File: src/rtl/ttcan_irq_pkg.sv
package ttcan_irq_pkg;

    // Bit positions of the flags in the CPU-visible register.
    localparam int FLG_CMP  = 0;
    localparam int FLG_MTX  = 1;
    localparam int FLG_OVR  = 2;
    localparam int FLG_N    = 3;

    // Value of the maximum-cycle setting that disables new-matrix detection.
    localparam logic [2:0] MAXC_OFF  = 3'b111;
    localparam logic [2:0] MAXC_ZERO = 3'b000;

    typedef struct packed {
        logic ovr;
        logic mtx;
        logic cmp;
    } irq_flags_t;

    // Decide whether a completed reference message opens a new system matrix.
    function automatic logic matrix_opens(input logic [2:0] maxc,
                                          input logic       cnt_is_zero);
        logic enabled;
        enabled = (maxc != MAXC_OFF);
        return enabled && ((maxc == MAXC_ZERO) || cnt_is_zero);
    endfunction

endpackage

File: src/rtl/ttcan_w1c_flag.sv
module ttcan_w1c_flag (
    input  logic clk,
    input  logic rst,
    input  logic set_i,
    input  logic clr_i,
    output logic q_o
);

    logic q_r;

    // A set event outranks a software clear in the same cycle.
    always_ff @(posedge clk) begin
        if (rst)        q_r <= 1'b0;
        else if (set_i) q_r <= 1'b1;
        else if (clr_i) q_r <= 1'b0;
    end

    assign q_o = q_r;

    AST_FLAG_SET_WINS: assert property (@(posedge clk) disable iff (rst)
        (set_i && clr_i) |=> q_o);
    AST_FLAG_CLEARS: assert property (@(posedge clk) disable iff (rst)
        (clr_i && !set_i) |=> !q_o);
    AST_FLAG_HOLDS: assert property (@(posedge clk) disable iff (rst)
        (!clr_i && !set_i) |=> $stable(q_o));

endmodule

File: src/rtl/ttcan_event_detect.sv
module ttcan_event_detect
    import ttcan_irq_pkg::*;
#(
    parameter int CT_W  = 16,
    parameter int CNT_W = 6
) (
    input  logic [CT_W-1:0]  cyc_time_i,
    input  logic [CT_W-1:0]  cmp_val_i,
    input  logic             ref_done_i,
    input  logic [2:0]       max_cyc_i,
    input  logic [CNT_W-1:0] cyc_cnt_i,
    output logic             cmp_hit_o,
    output logic             mtx_hit_o
);

    logic cnt_zero;

    always_comb begin
        cnt_zero  = (cyc_cnt_i == '0);
        cmp_hit_o = (cyc_time_i == cmp_val_i);
        mtx_hit_o = ref_done_i && matrix_opens(max_cyc_i, cnt_zero);
    end

endmodule

File: src/rtl/ttcan_unread_tracker.sv
module ttcan_unread_tracker #(
    parameter int NMBX  = 32,
    parameter int MBX_W = (NMBX > 1) ? $clog2(NMBX) : 1
) (
    input  logic             clk,
    input  logic             rst,
    input  logic             arrive_i,
    input  logic [MBX_W-1:0] arrive_idx_i,
    input  logic [NMBX-1:0]  rx_pend_i,
    input  logic [NMBX-1:0]  rfr_pend_i,
    input  logic [NMBX-1:0]  mask_i,
    input  logic             wr_i,
    input  logic [NMBX-1:0]  wdata_i,
    output logic [NMBX-1:0]  unread_o,
    output logic             ovr_o
);

    logic [NMBX-1:0] ums_q;
    logic [NMBX-1:0] hit_v;
    logic [NMBX-1:0] busy_v;

    assign busy_v = rx_pend_i | rfr_pend_i;

    for (genvar i = 0; i < NMBX; i++) begin : g_mbx
        logic sel;
        logic clr;
        assign sel      = arrive_i && (arrive_idx_i == MBX_W'(i));
        assign hit_v[i] = sel && busy_v[i];
        assign clr      = wr_i && wdata_i[i];

        always_ff @(posedge clk) begin
            if (rst)           ums_q[i] <= 1'b0;
            else if (hit_v[i]) ums_q[i] <= 1'b1;
            else if (clr)      ums_q[i] <= 1'b0;
        end
    end

    assign unread_o = ums_q;
    assign ovr_o    = |(ums_q & ~mask_i);

    AST_UMS_MARK: assert property (@(posedge clk) disable iff (rst)
        (arrive_i && busy_v[arrive_idx_i]) |=> unread_o[$past(arrive_idx_i)]);
    AST_UMS_IDLE: assert property (@(posedge clk) disable iff (rst)
        (arrive_i && !busy_v[arrive_idx_i] && !wr_i)
            |=> $stable(unread_o));
    AST_UMS_WIPE: assert property (@(posedge clk) disable iff (rst)
        (wr_i && !arrive_i) |=> ((unread_o & $past(wdata_i)) == '0));

endmodule

File: src/rtl/ttcan_irq_flags.sv
module ttcan_irq_flags
    import ttcan_irq_pkg::*;
#(
    parameter int NMBX  = 32,
    parameter int CT_W  = 16,
    parameter int CNT_W = 6,
    localparam int MBX_W = (NMBX > 1) ? $clog2(NMBX) : 1
) (
    input  logic              clk,
    input  logic              rst,
    input  logic [CT_W-1:0]   cyc_time_i,
    input  logic [CT_W-1:0]   cmp_val_i,
    input  logic              ref_done_i,
    input  logic [2:0]        max_cyc_i,
    input  logic [CNT_W-1:0]  cyc_cnt_i,
    input  logic              arrive_i,
    input  logic [MBX_W-1:0]  arrive_idx_i,
    input  logic [NMBX-1:0]   rx_pend_i,
    input  logic [NMBX-1:0]   rfr_pend_i,
    input  logic [NMBX-1:0]   mbx_mask_i,
    input  logic              unread_wr_i,
    input  logic [NMBX-1:0]   unread_wdata_i,
    input  logic              flg_wr_i,
    input  logic [FLG_N-1:0]  flg_wdata_i,
    input  logic [FLG_N-1:0]  irq_en_i,
    output logic [FLG_N-1:0]  flags_o,
    output logic [NMBX-1:0]   unread_o,
    output logic              irq_o
);

    irq_flags_t flg;
    logic       cmp_hit;
    logic       mtx_hit;
    logic       clr_cmp;
    logic       clr_mtx;

    ttcan_event_detect #(
        .CT_W  (CT_W),
        .CNT_W (CNT_W)
    ) u_detect (
        .cyc_time_i (cyc_time_i),
        .cmp_val_i  (cmp_val_i),
        .ref_done_i (ref_done_i),
        .max_cyc_i  (max_cyc_i),
        .cyc_cnt_i  (cyc_cnt_i),
        .cmp_hit_o  (cmp_hit),
        .mtx_hit_o  (mtx_hit)
    );

    assign clr_cmp = flg_wr_i && flg_wdata_i[FLG_CMP];
    assign clr_mtx = flg_wr_i && flg_wdata_i[FLG_MTX];

    ttcan_w1c_flag u_cmp_flag (
        .clk   (clk),
        .rst   (rst),
        .set_i (cmp_hit),
        .clr_i (clr_cmp),
        .q_o   (flg.cmp)
    );

    ttcan_w1c_flag u_mtx_flag (
        .clk   (clk),
        .rst   (rst),
        .set_i (mtx_hit),
        .clr_i (clr_mtx),
        .q_o   (flg.mtx)
    );

    // Overrun summary: bit 2 of the CPU write data has no path into it.
    ttcan_unread_tracker #(
        .NMBX  (NMBX),
        .MBX_W (MBX_W)
    ) u_unread (
        .clk          (clk),
        .rst          (rst),
        .arrive_i     (arrive_i),
        .arrive_idx_i (arrive_idx_i),
        .rx_pend_i    (rx_pend_i),
        .rfr_pend_i   (rfr_pend_i),
        .mask_i       (mbx_mask_i),
        .wr_i         (unread_wr_i),
        .wdata_i      (unread_wdata_i),
        .unread_o     (unread_o),
        .ovr_o        (flg.ovr)
    );

    assign flags_o = flg;
    assign irq_o   = |(flags_o & irq_en_i);

    AST_CMP_LATCH: assert property (@(posedge clk) disable iff (rst)
        (cmp_val_i == cyc_time_i) |=> flags_o[FLG_CMP]);
    AST_MTX_OPEN: assert property (@(posedge clk) disable iff (rst)
        (ref_done_i && max_cyc_i != MAXC_OFF && cyc_cnt_i == '0)
            |=> flags_o[FLG_MTX]);
    AST_MTX_LOCKED: assert property (@(posedge clk) disable iff (rst)
        (max_cyc_i == MAXC_OFF && !flags_o[FLG_MTX]) |=> !flags_o[FLG_MTX]);
    AST_IRQ_QUIET: assert property (@(posedge clk) disable iff (rst)
        (flags_o == '0) |-> !irq_o);

endmodule

File: config.mk
export PLATFORM = sky130hd
export DESIGN_NAME = ttcan_irq_flags
export DESIGN_NICKNAME = d
export VERILOG_FILES = /design/src/rtl/ttcan_irq_pkg.sv /design/src/rtl/ttcan_w1c_flag.sv /design/src/rtl/ttcan_event_detect.sv /design/src/rtl/ttcan_unread_tracker.sv /design/src/rtl/ttcan_irq_flags.sv
export SDC_FILE = /design/constraint.sdc
export NUM_CORES = 1
export LEC_CHECK = 0
export BUFFER_PORTS_ARGS = -buffer_cell sky130_fd_sc_hd__buf_4
export CAP_MARGIN = 30
export CORE_UTILIZATION = 25
export DETAILED_ROUTE_END_ITERATION = 8
export GPL_TIMING_DRIVEN = 0
export PLACE_DENSITY = 0.64
export SLEW_MARGIN = 40
export SYNTH_ARGS = -nofsm -noshare
export SYNTH_HDL_FRONTEND = slang
export SYNTH_SLANG_ARGS = --single-unit
File: constraint.sdc
create_clock -name clk -period 3.8 [get_ports clk]
set_input_delay 0.95 -clock clk [delete_from_list [all_inputs] [get_ports clk]]
set_output_delay 0.95 -clock clk [all_outputs]
set_load 0.03 [all_outputs]
==> impl_metrics.tcl, run 1 <==
set metrics [dict create \
    routabilityCongestion 0.801 \
    initial_core_util_pct 25.8 \
    cts.clk_slew.worst_paths_ps 70 \
    ys_seq_elements 34 \
    whs_endpoint "u_unread.unread_o[3]" \
    hold_violations 0 \
    antenna_cells 0 \
    grt_usage_pct 22.0 \
    start_kind "input pin" \
    yosysUniqueCellTypes 26 \
    max-cap-violations 0 \
    fin_skew_ps 0 \
    ys.flop_type "dfxtp_1" \
    cts-resized-gates 0 \
    cts_tree "built" \
    ff2ff_setup_slack_ps 3130 \
    drc 0 \
    ys_warn_count 0 \
    crit_chain "buf_4, o22ai_1, nor4_1, nand4_1, a21o_1, buf_4" \
    timing_worst_setup_path_type "input pin to primary output" \
    rsz0062_at_grt "false" \
    antenna_found_initial 0 \
    final.setup.tns_ps 0 \
    hold_depth 2 \
    synth.top_cells.by_count "nand2_1 (61), a21oi_1 (34), dfxtp_1 (34)" \
    core_region_area_um2 7730 \
    die_x_um 91.3 \
    final.min_clock_period_ps 3180 \
    slowest_delay_ps 430 \
    dr.pass1.iters 4 \
    postCtsSetupBuffers 0 \
    area_delta_synth_final_pct 93.4 \
    io_pins 222 \
    reg2regPathDepth 2 \
    syn_avg_cell_area_um2 6.98 \
    cp_max_fo 2 \
    drive_gt1_share_pct 45.0 \
    grt_pass1_wl_um 14100 \
    cts_buffers 5 \
    die_area_um2 8340 \
    root_buffer "clkbuf_8" \
    wl_um 9300 \
    slew_viol_final 0 \
    peakVddDrop_v 0.000117 \
    yosys.area.top_type "dfxtp_1" \
    clockBufferDepth 2 \
    rr_endpoint "u_mtx_flag.q_o" \
    grt_max_degree 11 \
    yosys.area.top_type_share_pct 34.1 \
    drtAntennaViolNets 0 \
    required_ps 2850 \
    fp-row-count 32 \
    portBuffers 219 \
    cp.arrival_ps 2230 \
    slowest_stage "nor4_1" \
    min_path_type "flop to flop" \
    vias_per_cell 4.65 \
    clkLatencyLatePin_ps 280 \
    synth_edf_count 0 \
    clkSinkCount 34 \
    reg2reg_from "u_mtx_flag.q_o" \
    vias 2857 \
    p_leak_nw 1.77 \
    nets 698 \
    wl_per_cell_um 15.1 \
    crit_path_frequent_cell "buf_4" \
    synth_area_leaders "dfxtp_1 (34%), nand2_1 (11%), o211ai_1 (9.0%), a21oi_1 (8.5%), xor2_1 (7.0%)" \
    status "finished clean" \
    power.density_nw_per_um2 229 \
    dp_hpwl_um 7720 \
    syn_nets 472 \
    htree_levels 2 \
    first_global_vias 2865 \
    overflow 0 \
    setup-violations-final 0 \
    tightest_slew_ps 672 \
    drt_iter0_drc 59 \
    final_util_pct 49.9 \
    syn_area_um2 2000 \
    ys_async_sr_fraction_pct 0 \
    slew_headroom_pct 55.1 \
    hp-start "u_unread.unread_o[3]" \
    hold_buffers 0 \
    period_share_pct 83.7 \
    syn_inst 286 \
    cp-end-kind "primary output" \
    synth_seq_area_share_pct 34.1 \
    synth_most_common_cell "nand2_1" \
    die_h_um 91.3 \
    clock.fmax_mhz 315 \
]
-- cells by family (layout without fill, tap and decap cells) --
| family | after synthesis | count (layout) | share of synthesized area, % |
|---|---|---|---|
| buffers and inverters | 37 | 264 | 7.59 |
| AOI/OAI and AO/OA | 82 | 82 | 25.1 |
| and+or+nand+nor | 117 | 117 | 26.1 |
| DFF | 34 | 34 | 34.1 |
| xor gates and xnor gates | 16 | 16 | 7.02 |
-- power by group --
group	switching (mW)	leakage (nW)	internal [mW]
sequential	0.00265	0.274	0.359
combinational	0.0917	1.45	0.151
clock	0.132	0.0482	0.146
-- metrics by stage --
| stage | hold slack (ps) | worst slack [ps] | cell area, um^2 | total power, mW | cells |
|---|---|---|---|---|---|
| 2_1_floorplan | 450 | 1130 | 2000 | 0.435 | 286 |
| 3_3_place_gp | 461 | 619 | 3770 | 0.611 | 607 |
| 3_5_place_dp | 470 | 618 | 3770 | 0.615 | 607 |
| 4_1_cts | 482 | 609 | 3860 | 0.895 | 615 |
| 5_1_grt | 501 | 505 | 3860 | 0.934 | 615 |
| 6_report | 478 | 621 | 3860 | 0.883 | 615 |
-- final cells by class --
class / instances / area, um^2
plain buffers: 11 / 53.8
clock buffers: 7 / 86.3
clock inverters: 1 / 5.00
fillers: 783 / 3870
inverters: 26 / 97.6
multi-input cells: 215 / 1160
flip-flops and latches: 34 / 681
well taps: 102 / 128
repair buffers: 219 / 1640
-- metal layers --
metal,up-vias,wire [um],GRT usage [%]
li1,1431,-,-
met1,1291,3730,25.7
met2,127,4880,41.0
met3,8,582,4.52
met4,0,105,4.76
met5,-,0,0
-- cell usage in the layout, fill, tap and decap left out, drive strengths merged, types with 10 or more instances in the layout --
master	Yosys	routed
buf	4	223
nand2	61	61
a21oi	34	34
dfxtp	34	34
inv	26	26
nor2	24	24
o211ai	24	24
xor2	16	16
clkbuf	7	14
o22ai	12	12
nand2b	10	10
-- registers in the layout (all words and copies together) (netlist names) --
register	flops
u_cmp_flag.q_o	1
u_mtx_flag.q_o	1
u_unread.unread_o	32
-- worst max-delay path by stage --
stage                    from  endpoint  slack, ps  cells after the start
4_1_cts         mbx_mask_i[8]     irq_o        610                      7
3_3_place_gp   mbx_mask_i[30]     irq_o        620                      6
3_5_place_dp    mbx_mask_i[8]     irq_o        620                      7
2_1_floorplan  mbx_mask_i[21]     irq_o       1130                      5
6_report       mbx_mask_i[30]     irq_o        620                      6
5_1_grt        mbx_mask_i[16]     irq_o        510                      6
-- critical path, delay by kind of cell --
| family | cells | cell delay [ps] |
|---|---|---|
| AO/OA/AOI/OAI | 2 | 370 |
| buffers and inverters | 2 | 240 |
| AND/OR/NAND/NOR | 2 | 670 |
No activity file was read; power rests on OpenSTA's default activity.
==> run 2: changes to the inputs <==
Settings changed: ABC_AREA set to 1, PLACE_DENSITY 0.64 to 0.61.
Clock period 3.8 ns to 3.25 ns, I/O delays scaled along.
==> impl_metrics.tcl, run 2 <==
set metrics [dict create \
    drt_iter0_drc 97 \
    grt_pass1_wl_um 15700 \
    synth_edf_count 0 \
    synthMuxAreaShare_pct 0 \
    cp-end-kind "primary output" \
    clkLatencyLatePin_ps 280 \
    clockBufferDepth 2 \
    cts_buffers 5 \
    first_global_vias 3252 \
    core_region_area_um2 8760 \
    drive_gt1_share_pct 38.4 \
    ys_async_sr_fraction_pct 0 \
    synth_compound_area_share_pct 22.4 \
    p_clk_share_pct 31.3 \
    routabilityCongestion 0.803 \
    io_pins 222 \
    ys_warn_count 0 \
    grt_max_degree 11 \
    share_seq_of_total_power_pct 39.9 \
    grt_usage_pct 20.7 \
    power.density_nw_per_um2 256 \
    largest_register_ffs 32 \
    vias 3276 \
    pwr-share-comb_pct 28.8 \
    yosys.area.top_type "dfxtp_1" \
    die_area_um2 9450 \
    rsz0062_at_grt "false" \
    path_delay_family "simple AND/OR/NAND/NOR gates" \
    synth_most_common_cell "nand2_1" \
    wl_um 9890 \
    dr.pass1.iters 4 \
    antenna_cells 0 \
    fin_skew_ps 0 \
    tightest_slew_ps 626 \
    critPathBufInv 4 \
    portBuffers 219 \
    final.min_clock_period_ps 2650 \
    syn_inst 393 \
    wl_met2_um 4930 \
    antenna_found_initial 0 \
    die_h_um 97.2 \
    yosys.area_share.adder_pct 0 \
    dp_hpwl_um 8450 \
    die_x_um 97.2 \
    initial_core_util_pct 25.9 \
    synthXorXnorAreaFrac_pct 0 \
    ys_seq_elements 34 \
    max-cap-violations 0 \
    p_sw_mw 0.288 \
    htree_levels 2 \
    hold_buffers 0 \
    final.setup.tns_ps 0 \
    seq_area_um2 681 \
    drtAntennaViolNets 0 \
    postCtsSetupBuffers 0 \
    hold_violations 0 \
    slowest_delay_ps 170 \
    p_leak_nw 2.17 \
    cts_tree "built" \
    cts.clk_slew.worst_paths_ps 80 \
    multi_input_area_um2 1260 \
    fillers 948 \
    syn_area_um2 2270 \
    yosys.area.top_type_share_pct 30.0 \
    slew_viol_final 0 \
    min_path_type "flop to flop" \
    cp.arrival_ps 1830 \
    met3WireLength_um 713 \
    nets 805 \
    clock.fmax_mhz 378 \
    synth.top_cells.by_count "nand2_1 (145), inv_1 (65), nor2_1 (49)" \
    start_kind "input pin" \
    wl_per_cell_um 13.6 \
    vias_per_cell 4.50 \
    yosysUniqueCellTypes 17 \
    syn_avg_cell_area_um2 5.77 \
    timing_worst_setup_path_type "input pin to primary output" \
    overflow 0 \
    required_ps 2440 \
    period_share_pct 81.4 \
    fp-row-count 34 \
    layout_common_cells "buf_4 (222), nand2_1 (145), inv_1 (65)" \
    drc 0 \
    crit_chain "buf_4, inv_1, nand2_1, o21ai_0, nor2_1, nand2_1, nor2_1, nand2_1, buf_4, buf_4" \
    area_delta_synth_final_pct 82.6 \
    routed.top_layer "met4" \
    syn_nets 579 \
    slew_headroom_pct 58.3 \
    setup-violations-final 0 \
    synth_top_family_by_area "simple AND/OR/NAND/NOR gates" \
    wl_met1_um 4130 \
    p_total_mw 1.06 \
    synth_area_leaders "dfxtp_1 (30%), nand2_1 (24%), inv_1 (11%), o211ai_1 (10%), nor2_1 (8.1%)" \
    p_sw_share_pct 27.2 \
    cp_max_fo 2 \
    synth_seq_area_share_pct 30.0 \
    synth-simple-area-share_pct 33.3 \
    ys.flop_type "dfxtp_1" \
    clkSinkCount 34 \
    peakVddDrop_v 0.000131 \
    layout_commonest_cell "buf_4" \
    slowest_stage "nor2_1" \
    status "finished clean" \
    cts-resized-gates 0 \
    root_buffer "clkbuf_8" \
    p_int_mw 0.772 \
]
[run 2: changes by cell type after synthesis, moves of 8 or more]
cell / change
o21ai_0: +8
xor2_1: -16
nand2b_1: -10
nor2_1: +25
nand2_1: +84
o22ai_1: -12
inv_1: +39
[run 2: power by group through the flow]
stage	Clock, mW	Sequential (mW)	Combinational [mW]
floorplan	0	0.439	0.0873
global route	0.359	0.423	0.337
finish	0.332	0.423	0.305
global placement	0	0.433	0.300
detailed placement	0	0.433	0.306
CTS	0.345	0.423	0.307
[run 2: layout make-up]
type                            count  share of cell area [%]
Timing Repair Buffer              219                    39.7
Multi-Input combinational cell    281                    30.5
Sequential cell                    34                    16.5
Inverter                           66                    5.99
Tap cell                          108                    3.27
Clock buffer                        7                    2.09
Buffer                             12                    1.85
Clock inverter                      1                   0.121
[run 2: cells by family (layout without fill, tap and decap cells)]
| group | count (synthesis) | after routing |
|---|---|---|
| compound gates | 83 | 83 |
| flops | 34 | 34 |
| simple gates | 198 | 198 |
| buf+inv | 78 | 305 |
[run 2: layer usage]
| layer | up-vias | GRT usage (%) |
|---|---|---|
| met1 | 1453 | 26.3 |
| met5 | - | 0 |
| met2 | 135 | 36.2 |
| met3 | 9 | 3.74 |
| met4 | 0 | 4.94 |
| li1 | 1679 | - |
[run 2: tightest hold or removal path, delay by kind of cell, from the launching register on]
family / cells / cell delay [ps]
AO/OA/AOI/OAI: 1 / 50
flip-flops: 1 / 320
AND/OR/NAND/NOR: 1 / 60
[run 2: metrics by stage]
stage          hold slack, ps  setup WS (ps)  instances  area [um^2]  util [%]
3_5_place_dp              470            609        720         4050      46.2
3_3_place_gp              469            598        720         4050      46.2
6_report                  483            605        728         4140      47.2
2_1_floorplan             457            978        393         2270         -
4_1_cts                   483            605        728         4140      47.2
5_1_grt                   508            516        728         4140      47.2
[run 2: final timing paths]
| check | from | to | slack (ps) | depth (start not counted) |
|---|---|---|---|---|
| worst max-delay path | mbx_mask_i[0] | flags_o[2] | 600 | 10 |
| worst min-delay path | u_unread.unread_o[14] | u_unread.unread_o[14] | 480 | 2 |
| worst min register to register | u_unread.unread_o[14] | u_unread.unread_o[14] | 480 | 2 |
| worst max register to register | u_unread.unread_o[2] | u_unread.unread_o[2] | 2600 | 2 |
